`src/rtl/fidp_pkg.sv`:
```
package fidp_pkg;
   localparam logic [7:0]  CMD_RESET    = 8'hF0;
   localparam logic [7:0]  CMD_UNLOCK_A = 8'hAA;
   localparam logic [7:0]  CMD_UNLOCK_B = 8'h55;
   localparam logic [7:0]  CMD_AUTOSEL  = 8'h90;
   localparam logic [15:0] OFS_CMD_A    = 16'h0555;
   localparam logic [15:0] OFS_CMD_B    = 16'h02AA;

   typedef enum logic [3:0] {
      ST_IDLE, ST_SETTLE, ST_RST0, ST_UNL1, ST_UNL2, ST_ASEL,
      ST_RD_MFR, ST_RD_DEV, ST_RSTF
   } probe_state_t;

   typedef struct packed {
      logic        hit;
      logic [11:0] size_kib;
      logic [7:0]  sect_kib;
   } part_info_t;

   function automatic part_info_t part_decode(input logic [15:0] key);
      part_info_t r;
      r = '0;
      unique case (key)
         16'h013D, 16'h01AD, 16'hC2AD: r = '{1'b1, 12'd2048, 8'd64};
         16'h01D5:                     r = '{1'b1, 12'd1024, 8'd64};
         16'h01A4, 16'h20E3:           r = '{1'b1, 12'd512,  8'd64};
         default:                      r = '0;
      endcase
      return r;
   endfunction
endpackage

```
`src/rtl/fidp_bus_engine.sv`:
```
module fidp_bus_engine #(
   parameter int ADDR_W    = 12,
   parameter int WR_CYCLES = 4,
   parameter int RD_DELAY  = 2
) (
   input  logic              clk,
   input  logic              rst_n,
   input  logic              req_i,
   input  logic              is_wr_i,
   input  logic [ADDR_W-1:0] addr_i,
   input  logic [7:0]        wdata_i,
   output logic              busy_o,
   output logic              done_o,
   output logic [ADDR_W-1:0] fl_addr_o,
   output logic [7:0]        fl_wdata_o,
   output logic              fl_wr_o,
   output logic              fl_rd_o
);
   localparam int LAST_MAX = (WR_CYCLES - 1 > RD_DELAY) ? WR_CYCLES - 1 : RD_DELAY;
   localparam int CW       = $clog2(LAST_MAX + 1) + 1;
   localparam logic [CW-1:0] WR_LAST = CW'(WR_CYCLES - 1);
   localparam logic [CW-1:0] RD_LAST = CW'(RD_DELAY);

   generate
      if (WR_CYCLES < 3) begin : g_bad_wr
         $error("WR_CYCLES must be at least 3");
      end
      if (RD_DELAY < 1) begin : g_bad_rd
         $error("RD_DELAY must be at least 1");
      end
   endgenerate

   logic              act_q, wr_q;
   logic [CW-1:0]     cnt_q;
   logic [ADDR_W-1:0] addr_q;
   logic [7:0]        data_q;

   assign done_o = act_q && (cnt_q == (wr_q ? WR_LAST : RD_LAST));
   assign busy_o = act_q;

   always_ff @(posedge clk or negedge rst_n) begin
      if (!rst_n) begin
         act_q  <= 1'b0;
         wr_q   <= 1'b0;
         cnt_q  <= '0;
         addr_q <= '0;
         data_q <= '0;
      end else if (!act_q) begin
         if (req_i) begin
            act_q  <= 1'b1;
            wr_q   <= is_wr_i;
            cnt_q  <= '0;
            addr_q <= addr_i;
            data_q <= is_wr_i ? wdata_i : 8'h00;
         end
      end else if (done_o) begin
         act_q <= 1'b0;
      end else begin
         cnt_q <= cnt_q + 1'b1;
      end
   end

   assign fl_addr_o  = addr_q;
   assign fl_wdata_o = data_q;
   assign fl_wr_o    = act_q && wr_q && (cnt_q != '0) && (cnt_q != WR_LAST);
   assign fl_rd_o    = act_q && !wr_q;

   AST_NO_RD_WR_OVERLAP: assert property (@(posedge clk) disable iff (!rst_n)
      !(fl_wr_o && fl_rd_o));
   AST_WR_HOLD: assert property (@(posedge clk) disable iff (!rst_n)
      (act_q && wr_q && cnt_q != '0) |-> ($stable(fl_addr_o) && $stable(fl_wdata_o)));
endmodule

```
`src/rtl/fidp_part_check.sv`:
```
module fidp_part_check
   import fidp_pkg::*;
(
   input  logic [7:0] mfr_i,
   input  logic [7:0] dev_i,
   output part_info_t info_o
);
   logic       par_ok;
   part_info_t tbl;

   assign par_ok = (^mfr_i) && (^dev_i);
   assign tbl    = part_decode({mfr_i, dev_i});

   always_comb begin
      info_o = '0;
      if (par_ok && tbl.hit) info_o = tbl;
   end
endmodule

```
`src/rtl/flash_id_probe.sv`:
```
module flash_id_probe
   import fidp_pkg::*;
#(
   parameter int ADDR_W     = 12,
   parameter int WR_CYCLES  = 4,
   parameter int RD_DELAY   = 2,
   parameter int SETTLE_MAX = 10000
) (
   input  logic              clk,
   input  logic              rst_n,
   input  logic              start_i,
   output logic              done_o,
   output logic              found_o,
   output logic [15:0]       part_id_o,
   output logic [11:0]       size_kib_o,
   output logic [7:0]        sect_kib_o,
   output logic [ADDR_W-1:0] fl_addr_o,
   output logic [7:0]        fl_wdata_o,
   input  logic [7:0]        fl_rdata_i,
   output logic              fl_wr_o,
   output logic              fl_rd_o
);
   localparam int TW = $clog2(SETTLE_MAX + 1);
   localparam logic [TW-1:0] TRY_LAST = TW'(SETTLE_MAX - 1);

   generate
      if (ADDR_W < 11) begin : g_bad_aw
         $error("ADDR_W must reach offset 0x555");
      end
      if (SETTLE_MAX < 1) begin : g_bad_settle
         $error("SETTLE_MAX must be at least 1");
      end
   endgenerate

   probe_state_t      st_q;
   logic              first_q;
   logic [7:0]        prev_q, mfr_q, dev_q;
   logic [TW-1:0]     try_q;
   logic              req, is_wr, eng_busy, eng_done;
   logic [ADDR_W-1:0] req_addr;
   logic [7:0]        req_data;
   part_info_t        info;

   always_comb begin
      is_wr    = 1'b1;
      req_addr = ADDR_W'(OFS_CMD_A);
      req_data = CMD_RESET;
      unique case (st_q)
         ST_SETTLE: begin is_wr = 1'b0; req_addr = '0; end
         ST_UNL1:   req_data = CMD_UNLOCK_A;
         ST_UNL2:   begin req_addr = ADDR_W'(OFS_CMD_B); req_data = CMD_UNLOCK_B; end
         ST_ASEL:   req_data = CMD_AUTOSEL;
         ST_RD_MFR: begin is_wr = 1'b0; req_addr = '0; end
         ST_RD_DEV: begin is_wr = 1'b0; req_addr = ADDR_W'(1); end
         default:   ;
      endcase
   end
   assign req = (st_q != ST_IDLE) && !eng_busy;

   fidp_bus_engine #(
      .ADDR_W(ADDR_W), .WR_CYCLES(WR_CYCLES), .RD_DELAY(RD_DELAY)
   ) u_bus (
      .clk(clk), .rst_n(rst_n), .req_i(req), .is_wr_i(is_wr),
      .addr_i(req_addr), .wdata_i(req_data), .busy_o(eng_busy), .done_o(eng_done),
      .fl_addr_o(fl_addr_o), .fl_wdata_o(fl_wdata_o), .fl_wr_o(fl_wr_o), .fl_rd_o(fl_rd_o)
   );

   fidp_part_check u_check (.mfr_i(mfr_q), .dev_i(dev_q), .info_o(info));

   always_ff @(posedge clk or negedge rst_n) begin
      if (!rst_n) begin
         st_q <= ST_IDLE;
         first_q <= 1'b1;
         prev_q <= '0;
         mfr_q <= '0;
         dev_q <= '0;
         try_q <= '0;
         done_o <= 1'b0;
         found_o <= 1'b0;
         part_id_o <= '0;
         size_kib_o <= '0;
         sect_kib_o <= '0;
      end else begin
         done_o <= 1'b0;
         unique case (st_q)
            ST_IDLE: if (start_i) begin
               st_q <= ST_SETTLE;
               first_q <= 1'b1;
               try_q <= '0;
               found_o <= 1'b0;
               part_id_o <= '0;
               size_kib_o <= '0;
               sect_kib_o <= '0;
            end
            ST_SETTLE: if (eng_done) begin
               prev_q <= fl_rdata_i;
               first_q <= 1'b0;
               if (!first_q) begin
                  if (fl_rdata_i == prev_q || try_q == TRY_LAST) st_q <= ST_RST0;
                  else try_q <= try_q + 1'b1;
               end
            end
            ST_RST0: if (eng_done) st_q <= ST_UNL1;
            ST_UNL1: if (eng_done) st_q <= ST_UNL2;
            ST_UNL2: if (eng_done) st_q <= ST_ASEL;
            ST_ASEL: if (eng_done) st_q <= ST_RD_MFR;
            ST_RD_MFR: if (eng_done) begin
               mfr_q <= fl_rdata_i;
               st_q <= ST_RD_DEV;
            end
            ST_RD_DEV: if (eng_done) begin
               dev_q <= fl_rdata_i;
               st_q <= ST_RSTF;
            end
            ST_RSTF: if (eng_done) begin
               st_q <= ST_IDLE;
               done_o <= 1'b1;
               found_o <= info.hit;
               part_id_o <= {mfr_q, dev_q};
               size_kib_o <= info.size_kib;
               sect_kib_o <= info.sect_kib;
            end
            default: st_q <= ST_IDLE;
         endcase
      end
   end

   AST_DONE_PULSE: assert property (@(posedge clk) disable iff (!rst_n)
      done_o |=> !done_o);
   AST_RESULT_HELD: assert property (@(posedge clk) disable iff (!rst_n)
      (st_q == ST_IDLE && !start_i) |=> ($stable(found_o) && $stable(part_id_o) && $stable(size_kib_o)));
   AST_FOUND_PARITY: assert property (@(posedge clk) disable iff (!rst_n)
      found_o |-> ((^part_id_o[15:8]) && (^part_id_o[7:0])));
   AST_FOUND_SECTOR: assert property (@(posedge clk) disable iff (!rst_n)
      found_o |-> (sect_kib_o == 8'd64 && size_kib_o != '0));
   AST_MISS_ZERO: assert property (@(posedge clk) disable iff (!rst_n)
      !found_o |-> (size_kib_o == '0 && sect_kib_o == '0));
   AST_DONE_AFTER_IDLE_BUS: assert property (@(posedge clk) disable iff (!rst_n)
      done_o |-> (!fl_wr_o && !fl_rd_o));
endmodule

```
`config.mk`:
```
export PLATFORM = sky130hd
export DESIGN_NAME = flash_id_probe
export DESIGN_NICKNAME = d
export VERILOG_FILES = /design/src/rtl/fidp_pkg.sv /design/src/rtl/fidp_bus_engine.sv /design/src/rtl/fidp_part_check.sv /design/src/rtl/flash_id_probe.sv
export SDC_FILE = /design/constraint.sdc
export NUM_CORES = 1
export LEC_CHECK = 0
export ABC_AREA = 0
export BUFFER_PORTS_ARGS = -buffer_cell sky130_fd_sc_hd__buf_2
export CAP_MARGIN = 25
export CORE_ASPECT_RATIO = 1.25
export CORE_MARGIN = 10
export CORE_UTILIZATION = 50
export DETAILED_ROUTE_END_ITERATION = 16
export GPL_TIMING_DRIVEN = 0
export PLACE_DENSITY = 0.72
export REMOVE_ABC_BUFFERS = 1
export SKIP_LAST_GASP = 1
export SYNTH_ARGS = -nofsm -noshare
export SYNTH_HDL_FRONTEND = slang
export SYNTH_SLANG_ARGS = --single-unit
```
`constraint.sdc`:
```
create_clock -name clk -period 2.2 [get_ports clk]
set_input_delay 0.44 -clock clk [delete_from_list [all_inputs] [get_ports clk]]
set_output_delay 0.44 -clock clk [all_outputs]
set_load 0.005 [all_outputs]
```
* After elaboration in Yosys (flattened, before gate mapping)
Index checks and enable logic that the tools add are counted.
Word-level totals: ROM bits 0, output and inout port bits 60, input port bits 11, register bits after elaboration 106, latch bits 0, logic and storage cells 129, bits in writable memories 0, memories kept 0
Operators by class: add/sub/neg operators 2, reductions and logical operators 32, bitwise logic cells 1, eq/ne operators 31, magnitude comparators 0, shifts and indexed selects 0, div/mod/pow operators 0, multipliers 0, mux-type cells 47
Operators with widths (count):
- $eq 16x9->1 const B | 4
- $pmux 21 s3 | 1
- $mux 14 | 4
- $mux 4 | 11
- $pmux 4 s9 | 1
- $pmux 11 s3 | 1
- $mux 16 | 2
- $pmux 16 s2 | 1
- $pmux 14 s2 | 1
- $ne 2x2->1 const B | 13
- $mux 12 | 2
- $mux 8 | 3
- $pmux 12 s2 | 1
- $pmux 8 s3 | 1
- $mux 21 | 1
- $eq 16x14->1 const B | 1
- $eq 16x16->1 const B | 1
- $eq 4x3->1 const B | 4
- $pmux 8 s2 | 1
- $reduce_xor 8->1 | 2
- $add 14x1->14 const B | 1
- $eq 14x14->1 const B | 1
- $mux 1 | 11
- $reduce_and 11->1 | 1
- 22 further kinds | 43

* Depth between registers and ports, before layout
Gate-level depths: netlist (run 1).
depth after elaboration 7, gate-level depth with buffers 7, depth with buffers taken out 7

* Hierarchy
A second synthesis (run 1) with hierarchy kept.
Second synthesis, totals: cells, all modules 550, area total of the unflattened synthesis 5527.8 um^2
Modules (own cells, without submodules):
- flash_id_probe | instances 1, seq. area each 2028.2 um^2, cells each 380, area each 3724.8 um^2
- fidp_bus_engine | instances 1, seq. area each 625.6 um^2, cells each 92, area each 1204.9 um^2
- fidp_part_check | instances 1, seq. area each 0.0 um^2, cells each 78, area each 598.1 um^2

* Worst setup path after synthesis (run 1)
OpenSTA, ideal clock, no wires.
kind flip-flop to flip-flop, from reg st_q[1], to reg try_q[2], data required time 2068 ps, library setup time 132 ps, arrival time 1869 ps, cell stages (with the launch flop) 8, clock period less this slack 2000 ps, slack 200 ps, buffers on the path 2, cells stage by stage dfrtp_1 > or4b_1 > buf_2 > nor4_2 > a21bo_2 > o21ai_2 > buf_4 > o211ai_1
On the way: cells in the longest elaborated chain, start to end 3, elaborated cells on any way between the ends 9, those cells by class 5 x eq/ne; 1 x mux; 3 x reduce/logical
RTL lines:
- start, declared | RTL line flash_id_probe.sv:35 | probe_state_t st_q;
- start signal, assigned | RTL line flash_id_probe.sv:72 | st_q <= ST_IDLE;
- start signal, assigned | RTL line flash_id_probe.sv:87 | st_q <= ST_SETTLE;
- start signal, assigned | RTL line flash_id_probe.sv:99 | if (fl_rdata_i == prev_q || try_q == TRY_LAST) st_q <= ST_RST0;
- $eq 4x1->1 or $logic_not 4->1 (tied branches) | RTL line flash_id_probe.sv:85 | unique case (st_q)
- $ne 2x2->1 (no line) or $reduce_bool 2->1 (tied branches)
- $reduce_and 5->1 (no line)
- end signal, assigned | RTL line flash_id_probe.sv:100 | else try_q <= try_q + 1'b1;
- end, declared | RTL line flash_id_probe.sv:38 | logic [TW-1:0] try_q;
Parallel ways exist; a longest one is shown, timed or not. A chain may end at the register's enable or synchronous reset.

* Worst setup path in the final report (run 1)
from reg u_bus.act_q, in the netlist u_bus.busy_o, to reg st_q[0]
On the way: cells in the longest elaborated chain, start to end 3, elaborated cells on any way between the ends 10, those cells by class 8 x eq/ne; 2 x reduce/logical
RTL lines:
- start, declared | RTL line fidp_bus_engine.sv:33 | logic act_q, wr_q;
- start signal, assigned | RTL line fidp_bus_engine.sv:43 | act_q <= 1'b0;
- start signal, assigned | RTL line fidp_bus_engine.sv:50 | act_q <= 1'b1;
- start signal, assigned | RTL line fidp_bus_engine.sv:57 | act_q <= 1'b0;
- $logic_and 1x1->1 * | RTL line fidp_bus_engine.sv:38 | assign done_o = act_q && (cnt_q == (wr_q ? WR_LAST : RD_LAST));
- $ne 2x2->1 (no line)
- $reduce_and 11->1 (no line) *
Every way passes the cells marked *; elsewhere a longest branch is shown, timed or not.

==> qor.txt, run 1 <==
DIE
---------------------------------------------------------------------------------
Chip Width .........................................................       103 um
Number of core rows ................................................           37
Die height .........................................................       124 um
Starting density of the core .......................................        0.517
Total core area ....................................................    8330 um^2
Die footprint ......................................................   12700 um^2
Number of top-level pins ...........................................           71

WORST SETUP PATH
---------------------------------------------------------------------------------
Delay contributed by the slowest stage of the critical path ........       490 ps
Crit-path cells .................................................... nand3b_1, or2_1, a221o_1, a31o_2, mux2_1
Category of the most critical setup path ...........................      reg2reg
Worst setup EP type ................................................     register
Startpoint types ...................................................     register
Buf+Inv Stages, Crit Path ..........................................            0
Top cell family by delay on the critical path ...................... compound AO/OA/AOI/OAI gates
Critical-path maximum fanout .......................................           12
Required time of the critical path .................................      2450 ps
Worst path arrival time ............................................      2450 ps
Cell with the biggest individual delay on the critical path ........ sky130_fd_sc_hd__dfrtp_2

TIMING
---------------------------------------------------------------------------------
Minimum setup slack in the final design ............................     -3.27 ps
Fmax ...............................................................      454 MHz
Number of endpoints failing setup at the final stage ...............            1
Worst-Margin Slew ..................................................       780 ps
Relative slew slack ................................................        0.475
Count of endpoints failing hold in the final timing report .........            0
Min cycle time layout ..............................................      2200 ps
Setup repair after global routing missed its margin ................         true
Share of the cycle needed by the critical path after routing .......         1.00
Setup Skew .........................................................      9.44 ps
Max-slew violation total from the final report .....................            0
Setup tns final ....................................................     -3.27 ps

CLOCKING
---------------------------------------------------------------------------------
Maximum level of the CTS H-tree ....................................            3
Clock tree sinks ...................................................           78
Number of buffers between clock root and the deepest sink ..........            2
Clock root cell .................................................... sky130_fd_sc_hd__clkbuf_8
CTS clk-pin slew, worst paths ......................................        80 ps
Cts bufs inserted ..................................................            9
TritonCTS clock tree ...............................................        built
Source-to-sink clock delay at the later pin of the worst-skew pair .       360 ps

POWER
---------------------------------------------------------------------------------
Worst-case vdd ir drop .............................................     0.861 mV
Leakage power of the design ........................................      2.42 nW
Power Density ...................................................... 1260 nW/um^2
Final total power ..................................................      6.35 mW

LAYOUT
---------------------------------------------------------------------------------
Number of diodes ...................................................            0
Fraction of layout instances using a drive strength above 1 ........        0.238
Number of nets at the end of the flow ..............................          560
Post-route insts no fill ...........................................          626
Layout area overhead ...............................................        17.3%

ROUTE
---------------------------------------------------------------------------------
Vias ...............................................................         3496
Remaining design rule violation count ..............................            0
WL final ...........................................................      10.2 mm
Wire length per cell ...............................................      16.3 um
Count of TritonRoute iterations in the first routing pass ..........            4
Via count normalized by instance count .............................         5.58
Detailed Route Iter0 Violations ....................................          100
Number of routed nets with antenna violations ......................            0

LOGIC SYNTHESIS
---------------------------------------------------------------------------------
Synth top area share ...............................................        0.447
Mean cell area of the mapped netlist ...............................    9.36 um^2
Top cells by instance count after synthesis ........................ sky130_fd_sc_hd__dfrtp_1, sky130_fd_sc_hd__nand2_1, sky130_fd_sc_hd__o21ai_0, sky130_fd_sc_hd__inv_1, sky130_fd_sc_hd__buf_4
Number of warning messages in the yosys log ........................            0
Number of storage elements in the synthesis netlist ................           78
Post-synth EDFFs ...................................................            0
Ranking of synthesized cells by area ............................... sky130_fd_sc_hd__dfrtp_1, sky130_fd_sc_hd__ha_1, sky130_fd_sc_hd__nand2_1, sky130_fd_sc_hd__buf_4, sky130_fd_sc_hd__o21ai_0
Post-synthesis sequential area ratio ...............................        0.454
Async set-or-reset flop fraction in the synthesized netlist ........         1.00
Unique masters post-synth ..........................................           63
Predominant post-synthesis flop cell ............................... sky130_fd_sc_hd__dfrtp_1
Combined area of all synthesized cells .............................    4310 um^2
Cells after synthesis ..............................................          460
Cell accounting for the most synthesized area ...................... sky130_fd_sc_hd__dfrtp_1

GLOBAL ROUTE
---------------------------------------------------------------------------------
Wire length of the first global-routing pass .......................      16.6 mm
Initial antenna violation count ....................................            0
Maximum number of pins on one net before global-route repair .......           51
Vias in the first global route .....................................         3448
Global route overflow ..............................................            0
Combined global-route utilization of all metal layers ..............        0.163

PLACED DESIGN
---------------------------------------------------------------------------------
Detailed-placement wirelength estimate .............................      6.90 mm
Number of buffers added on ports ...................................           53
Worst slack after detailed placement ...............................      -400 ps
GP Congestion ......................................................        0.890
Placed instance count ..............................................          584

STATUS
---------------------------------------------------------------------------------
Status ............................................................. finished, violations left
Failing checks ..................................................... negative setup slack

HOLD PATH
---------------------------------------------------------------------------------
Hold/Removal Path Class ............................................       in2reg

JOB
---------------------------------------------------------------------------------
Max-cap viol count .................................................            0

flip-flops by register name, indices dropped and copies added, names as in the netlist:
name,count
part_id_o,16
try_q,14
dev_q,8
mfr_q,8
prev_q,8
u_bus.fl_wdata_o,6
st_q,4
size_kib_o,3
u_bus.cnt_q,3
u_bus.fl_addr_o,3
done_o,1
first_q,1
sect_kib_o,1
u_bus.busy_o,1
u_bus.wr_q,1
per-stage QoR:
stage	hold WS (ps)	utilization	area, um^2
after floorplan	144	-	4080
after global placement	457	0.536	4470
after detailed placement	394	0.545	4540
after global routing	354	0.606	5050
final	339	0.606	5050
after CTS	336	0.587	4890
per-layer routing:
layer  up-vias  track usage  share of wire
li1       1691            -              -
met1      1694        0.182           0.40
met2        90        0.287           0.52
met3        21       0.0343          0.052
met4         0       0.0775          0.022
met5         -            0              0
worst register-to-register path, delay by kind of cell, from the launching register on:
kind / cells / cell delay (ps)
flip-flops: 1 / 490
AO/OA/AOI/OAI: 2 / 690
multiplexers: 1 / 310
AND/OR/NAND/NOR: 2 / 620
area by class of cell:
cell class                      count  area [um^2]
Clock buffer                        9          124
Fill cell                         733         3280
Sequential cell                    78         1960
Tap cell                           97          121
Timing Repair Buffer               84          568
Multi-Input combinational cell    321         2100
Inverter                           31          116
Clock inverter                      6         63.8
what timing repair did:
item	4_1_cts	5_1_grt
gates resized for setup	12	5
hold buffers	1	0
cloned	0	0
setup endpoints to repair	57	31
endpoints found under the hold margin	16	0
setup buffers	12	14
pin swaps	1	4
cells by family (layout without fill, tap and decap cells):
family / count (synthesis) / after routing / share of synthesized area
compound gates: 101 / 101 / 0.150
fa+ha+maj: 24 / 24 / 0.0697
simple gates: 152 / 152 / 0.172
other cells: 1 / 17 / 0.000871
buf+inv: 77 / 130 / 0.0933
xor+xnor: 15 / 15 / 0.0305
mux: 12 / 12 / 0.0305
flops: 78 / 78 / 0.454
cell usage in the layout (no fill, tap or decap), types with 12 or more instances in the layout:
master	netlist	final
sky130_fd_sc_hd__buf_4	29	26
sky130_fd_sc_hd__inv_1	31	31
sky130_fd_sc_hd__conb_1	1	17
sky130_fd_sc_hd__a21oi_1	12	12
sky130_fd_sc_hd__ha_1	24	24
sky130_fd_sc_hd__a31oi_1	12	12
sky130_fd_sc_hd__buf_2	3	52
sky130_fd_sc_hd__nand4_1	13	13
sky130_fd_sc_hd__dfrtp_1	77	72
sky130_fd_sc_hd__o21ai_0	41	41
sky130_fd_sc_hd__xor2_1	12	12
sky130_fd_sc_hd__nand2_1	77	77
sky130_fd_sc_hd__nor2_1	17	17
final timing paths:
path	start	end	slack, ps	cells after the start
max	u_bus.busy_o	st_q[0]	-3	5
min	fl_rdata_i[3]	dev_q[3]	340	3
max reg2reg	u_bus.busy_o	st_q[0]	-3	5
min reg2reg	part_id_o[15]	part_id_o[15]	480	2
max in group asynchronous	rst_n	first_q	1030	3
min in group asynchronous	rst_n	size_kib_o[11]	540	2
power breakdown:
group	switching (mW)	total [mW]	internal, mW	leakage [nW]
Combinational	1.58	2.92	1.34	1.33
Clock	0.554	1.07	0.515	0.0911
Sequential	0.459	2.36	1.90	0.992
(Power assumes the default switching activity.)
==> run 2, diff against run 1 <==
--- a/config.mk
+++ b/config.mk
@@ -9,7 +9,7 @@
 export BUFFER_PORTS_ARGS = -buffer_cell sky130_fd_sc_hd__buf_2
 export CAP_MARGIN = 25
 export CORE_ASPECT_RATIO = 1.25
-export CORE_MARGIN = 10
+export CORE_MARGIN = 3
 export CORE_UTILIZATION = 50
 export DETAILED_ROUTE_END_ITERATION = 16
 export GPL_TIMING_DRIVEN = 0
==> constraint.sdc (replaced) <==
create_clock -name clk -period 2.2 [get_ports clk]
set_input_delay 0.55 -clock clk [delete_from_list [all_inputs] [get_ports clk]]
set_output_delay 0.55 -clock clk [all_outputs]
set_load 0.005 [all_outputs]
==> run 2 against run 1 <==
Effect of this change:
- the flow now finishes without violations
- highest routed layer unchanged
- register-to-register slack better by 60 ps
- flip-flop and latch count stayed put
- final cell count is 0.80% lower
- total power is 1.6% lower
- clock power hardly changed
==> qor.txt, run 2 (synthesis results as in run 1) <==
WORST SETUP PATH
---------------------------------------------------------------------------------
Delay contributed by the slowest stage of the critical path ........       440 ps   -50 ps
Logic depth of the worst register-to-register path .................            5   unchanged
Worst setup EP type ................................................     register
Critical R2R Launch ................................................ u_bus.cnt_q[0]
Startpoint types ...................................................     register
Cell with the biggest individual delay on the critical path ........ sky130_fd_sc_hd__dfrtp_1
Capture point of the worst reg-to-reg path .........................      st_q[0]
Critical Path End ..................................................      st_q[0]
Worst path arrival time ............................................      2380 ps   -70 ps
Required time of the critical path .................................      2440 ps   about the same
Critical-path maximum fanout .......................................            5   -7
Crit-path cells .................................................... xor2_1, or3_1, a221o_1, a31o_2, mux2_1
Setup slack, reg-to-reg ............................................        60 ps   +60 ps
Category of the most critical setup path ...........................      reg2reg
Startpoint of the worst setup timing path .......................... u_bus.cnt_q[0]

GLOBAL ROUTE
---------------------------------------------------------------------------------
Met3 usage .........................................................       0.0390   +0.00463
Met2 track utilization from global routing .........................        0.344   +0.0575
Vias in the first global route .....................................         3266   -5.3%
Global route overflow ..............................................            0   unchanged
Combined global-route utilization of all metal layers ..............        0.203   +0.0401
Most heavily used metal layer in global routing ....................         met2
Wire length of the first global-routing pass .......................      15.3 mm   -7.4%
Initial antenna violation count ....................................            0   unchanged
Met1 track utilization from global routing .........................        0.252   +0.0706
Maximum number of pins on one net before global-route repair .......           46   -9.8%

TIMING
---------------------------------------------------------------------------------
Setup repair after global routing missed its margin ................         true
Min cycle time layout ..............................................      2140 ps   -63.3 ps
Number of endpoints failing setup at the final stage ...............            0   -1
Minimum setup slack in the final design ............................      60.0 ps   +63.3 ps
Setup Skew .........................................................      9.89 ps   +0.452 ps
Share of the cycle needed by the critical path after routing .......        0.973   -0.0288
Max-slew violation total from the final report .....................            0   unchanged
Relative slew slack ................................................        0.501   +0.0259
Count of endpoints failing hold in the final timing report .........            0   unchanged
Fmax ...............................................................      467 MHz   +3.0%
Worst-Margin Slew ..................................................       743 ps   -37.2 ps

POWER
---------------------------------------------------------------------------------
Share of power burned in combinational logic .......................        0.446   -0.014
Switching Share ....................................................        0.405   -0.00320
Worst-case vdd ir drop .............................................      1.06 mV   +23%
Sw power ...........................................................      2.53 mW   -2.4%
Power Density ...................................................... 1250 nW/um^2   -0.39%
Cell internal power dissipation ....................................      3.72 mW   -1.1%
Leakage power of the design ........................................      2.38 nW   -1.4%
Proportion of power drawn by flip-flops and latches ................        0.382   +0.010
Clock network fraction of total power ..............................        0.173   +0.005

LAYOUT
---------------------------------------------------------------------------------
Number of nets at the end of the flow ..............................          554   -1.1%
Max reg flops ......................................................           16   unchanged
Number of diodes ...................................................            0   unchanged
Biggest registers after layout ..................................... part_id_o: 16 flops, try_q: 14 flops
Most used cells in the layout excluding fill and tap cells ......... sky130_fd_sc_hd__nand2_1, sky130_fd_sc_hd__dfrtp_1, sky130_fd_sc_hd__buf_2, sky130_fd_sc_hd__o21ai_0, sky130_fd_sc_hd__inv_1
Commonest non-fill, non-tap cell in the layout ..................... sky130_fd_sc_hd__nand2_1
Layout area overhead ...............................................        15.9%
Fraction of layout instances using a drive strength above 1 ........        0.231   -0.00727
Layout Cell Area excl Fill .........................................    4990 um^2   -1.2%
Largest Register ...................................................    part_id_o

DIE
---------------------------------------------------------------------------------
Die height .........................................................       110 um   -11%
Starting density of the core .......................................        0.520   +0.00289
Total core area ....................................................    8290 um^2   -0.56%
Number of core rows ................................................           37   unchanged
Chip Width .........................................................      89.0 um   -14%
Die footprint ......................................................    9770 um^2   -23%
Number of top-level pins ...........................................           71   unchanged

CLOCKING
---------------------------------------------------------------------------------
Count of hold buffers inserted by post-cts repair ..................            0   -1
Number of buffers between clock root and the deepest sink ..........            2   unchanged
Maximum level of the CTS H-tree ....................................            3   unchanged
Cts bufs inserted ..................................................            9   unchanged
Clock root cell .................................................... sky130_fd_sc_hd__clkbuf_8
Source-to-sink clock delay at the later pin of the worst-skew pair .       360 ps   about the same
Clock tree sinks ...................................................           78   unchanged
TritonCTS clock tree ...............................................        built
CTS clk-pin slew, worst paths ......................................        80 ps   about the same

ROUTE
---------------------------------------------------------------------------------
Wire length per cell ...............................................      15.7 um   -4.0%
Remaining design rule violation count ..............................            0   unchanged
Vias ...............................................................         3465   -0.89%
Number of routed nets with antenna violations ......................            0   unchanged
Detailed Route Iter0 Violations ....................................          166   +66%
Count of TritonRoute iterations in the first routing pass ..........            5   +1
Via count normalized by instance count .............................         5.58   about the same
WL final ...........................................................      9.73 mm   -4.7%

PLACED DESIGN
---------------------------------------------------------------------------------
Number of buffers added on ports ...................................           53   unchanged
GP Congestion ......................................................        0.899   +1.0%
Cell Area, Placed ..................................................    4530 um^2   -0.17%
Detailed-placement wirelength estimate .............................      6.52 mm   -5.4%
Worst slack after detailed placement ...............................      -373 ps   +26.2 ps

STATUS
---------------------------------------------------------------------------------
Status .............................................................    completed

HOLD PATH
---------------------------------------------------------------------------------
Hold/Removal Path Class ............................................     in2async

JOB
---------------------------------------------------------------------------------
Max-cap viol count .................................................            0   unchanged

## run 2: changes by cell type in the layout (fill, tap and decap cells not counted), moves of 2 or more
cell / change
sky130_fd_sc_hd__buf_12: -2
sky130_fd_sc_hd__buf_4: -3
sky130_fd_sc_hd__clkbuf_1: +3
sky130_fd_sc_hd__clkinv_2: -2
## run 2: worst min path at each step
| stage | start | endpoint |
|---|---|---|
| 2_1_floorplan | rst_n | dev_q[0] |
| 3_3_place_gp | part_id_o[14] | part_id_o[14] |
| 3_5_place_dp | size_kib_o[9] | size_kib_o[9] |
| 4_1_cts | rst_n | part_id_o[12] |
| 5_1_grt | rst_n | part_id_o[3] |
| 6_report | rst_n | part_id_o[3] |
## run 2: timing repair
action | 4_1_cts | 5_1_grt
pin swaps | 1 | 3
endpoints found under the setup margin | 62 | 38
gates cloned | 0 | 1
setup buffers | 5 | 16
gates resized for setup | 12 | 6
## run 2: metrics by stage
step                      TNS [ps]  hold slack [ps]  utilization  total power, mW  std cells
after global placement      -95930              456        0.539             4.68        580
final                            0              137        0.602             6.25        621
after detailed placement    -12200              464        0.547             4.81        583
after floorplan             -34330              254            -             4.00        430
after global routing         -32.3              154        0.602             6.77        621
after CTS                    -15.8              145        0.582             6.06        604
## run 2: area by class of cell
| class | instances | area (um^2) |
|---|---|---|
| fill | 732 | 3300 |
| clock buffer | 13 | 149 |
| clock inverter | 3 | 45.0 |
| multi-input combinational | 322 | 2120 |
| tap | 97 | 121 |
| inverter | 31 | 116 |
| sequential | 78 | 1960 |
| timing repair buffer | 77 | 480 |
## run 2: power groups by stage
stage	combinational, mW	clock (mW)	sequential (mW)
5_1_grt	3.14	1.17	2.47
3_3_place_gp	2.27	0	2.42
2_1_floorplan	1.66	0	2.35
4_1_cts	2.54	1.10	2.41
3_5_place_dp	2.36	0	2.45
6_report	2.78	1.08	2.38
## run 2: routing by layer
layer  up-vias  wire length [um]
met5         -                 0
met4         0               187
met3        20               515
met2       102              5090
met1      1673              3940
li1       1670                 -
## run 2: critical path: cells and delay by family (launching register included)
family	cells	cell delay, ps
and+or+nand+nor	1	390
DFF	1	440
AOI/OAI and AO/OA	2	640
xor gates and xnor gates	1	260
muxes	1	300
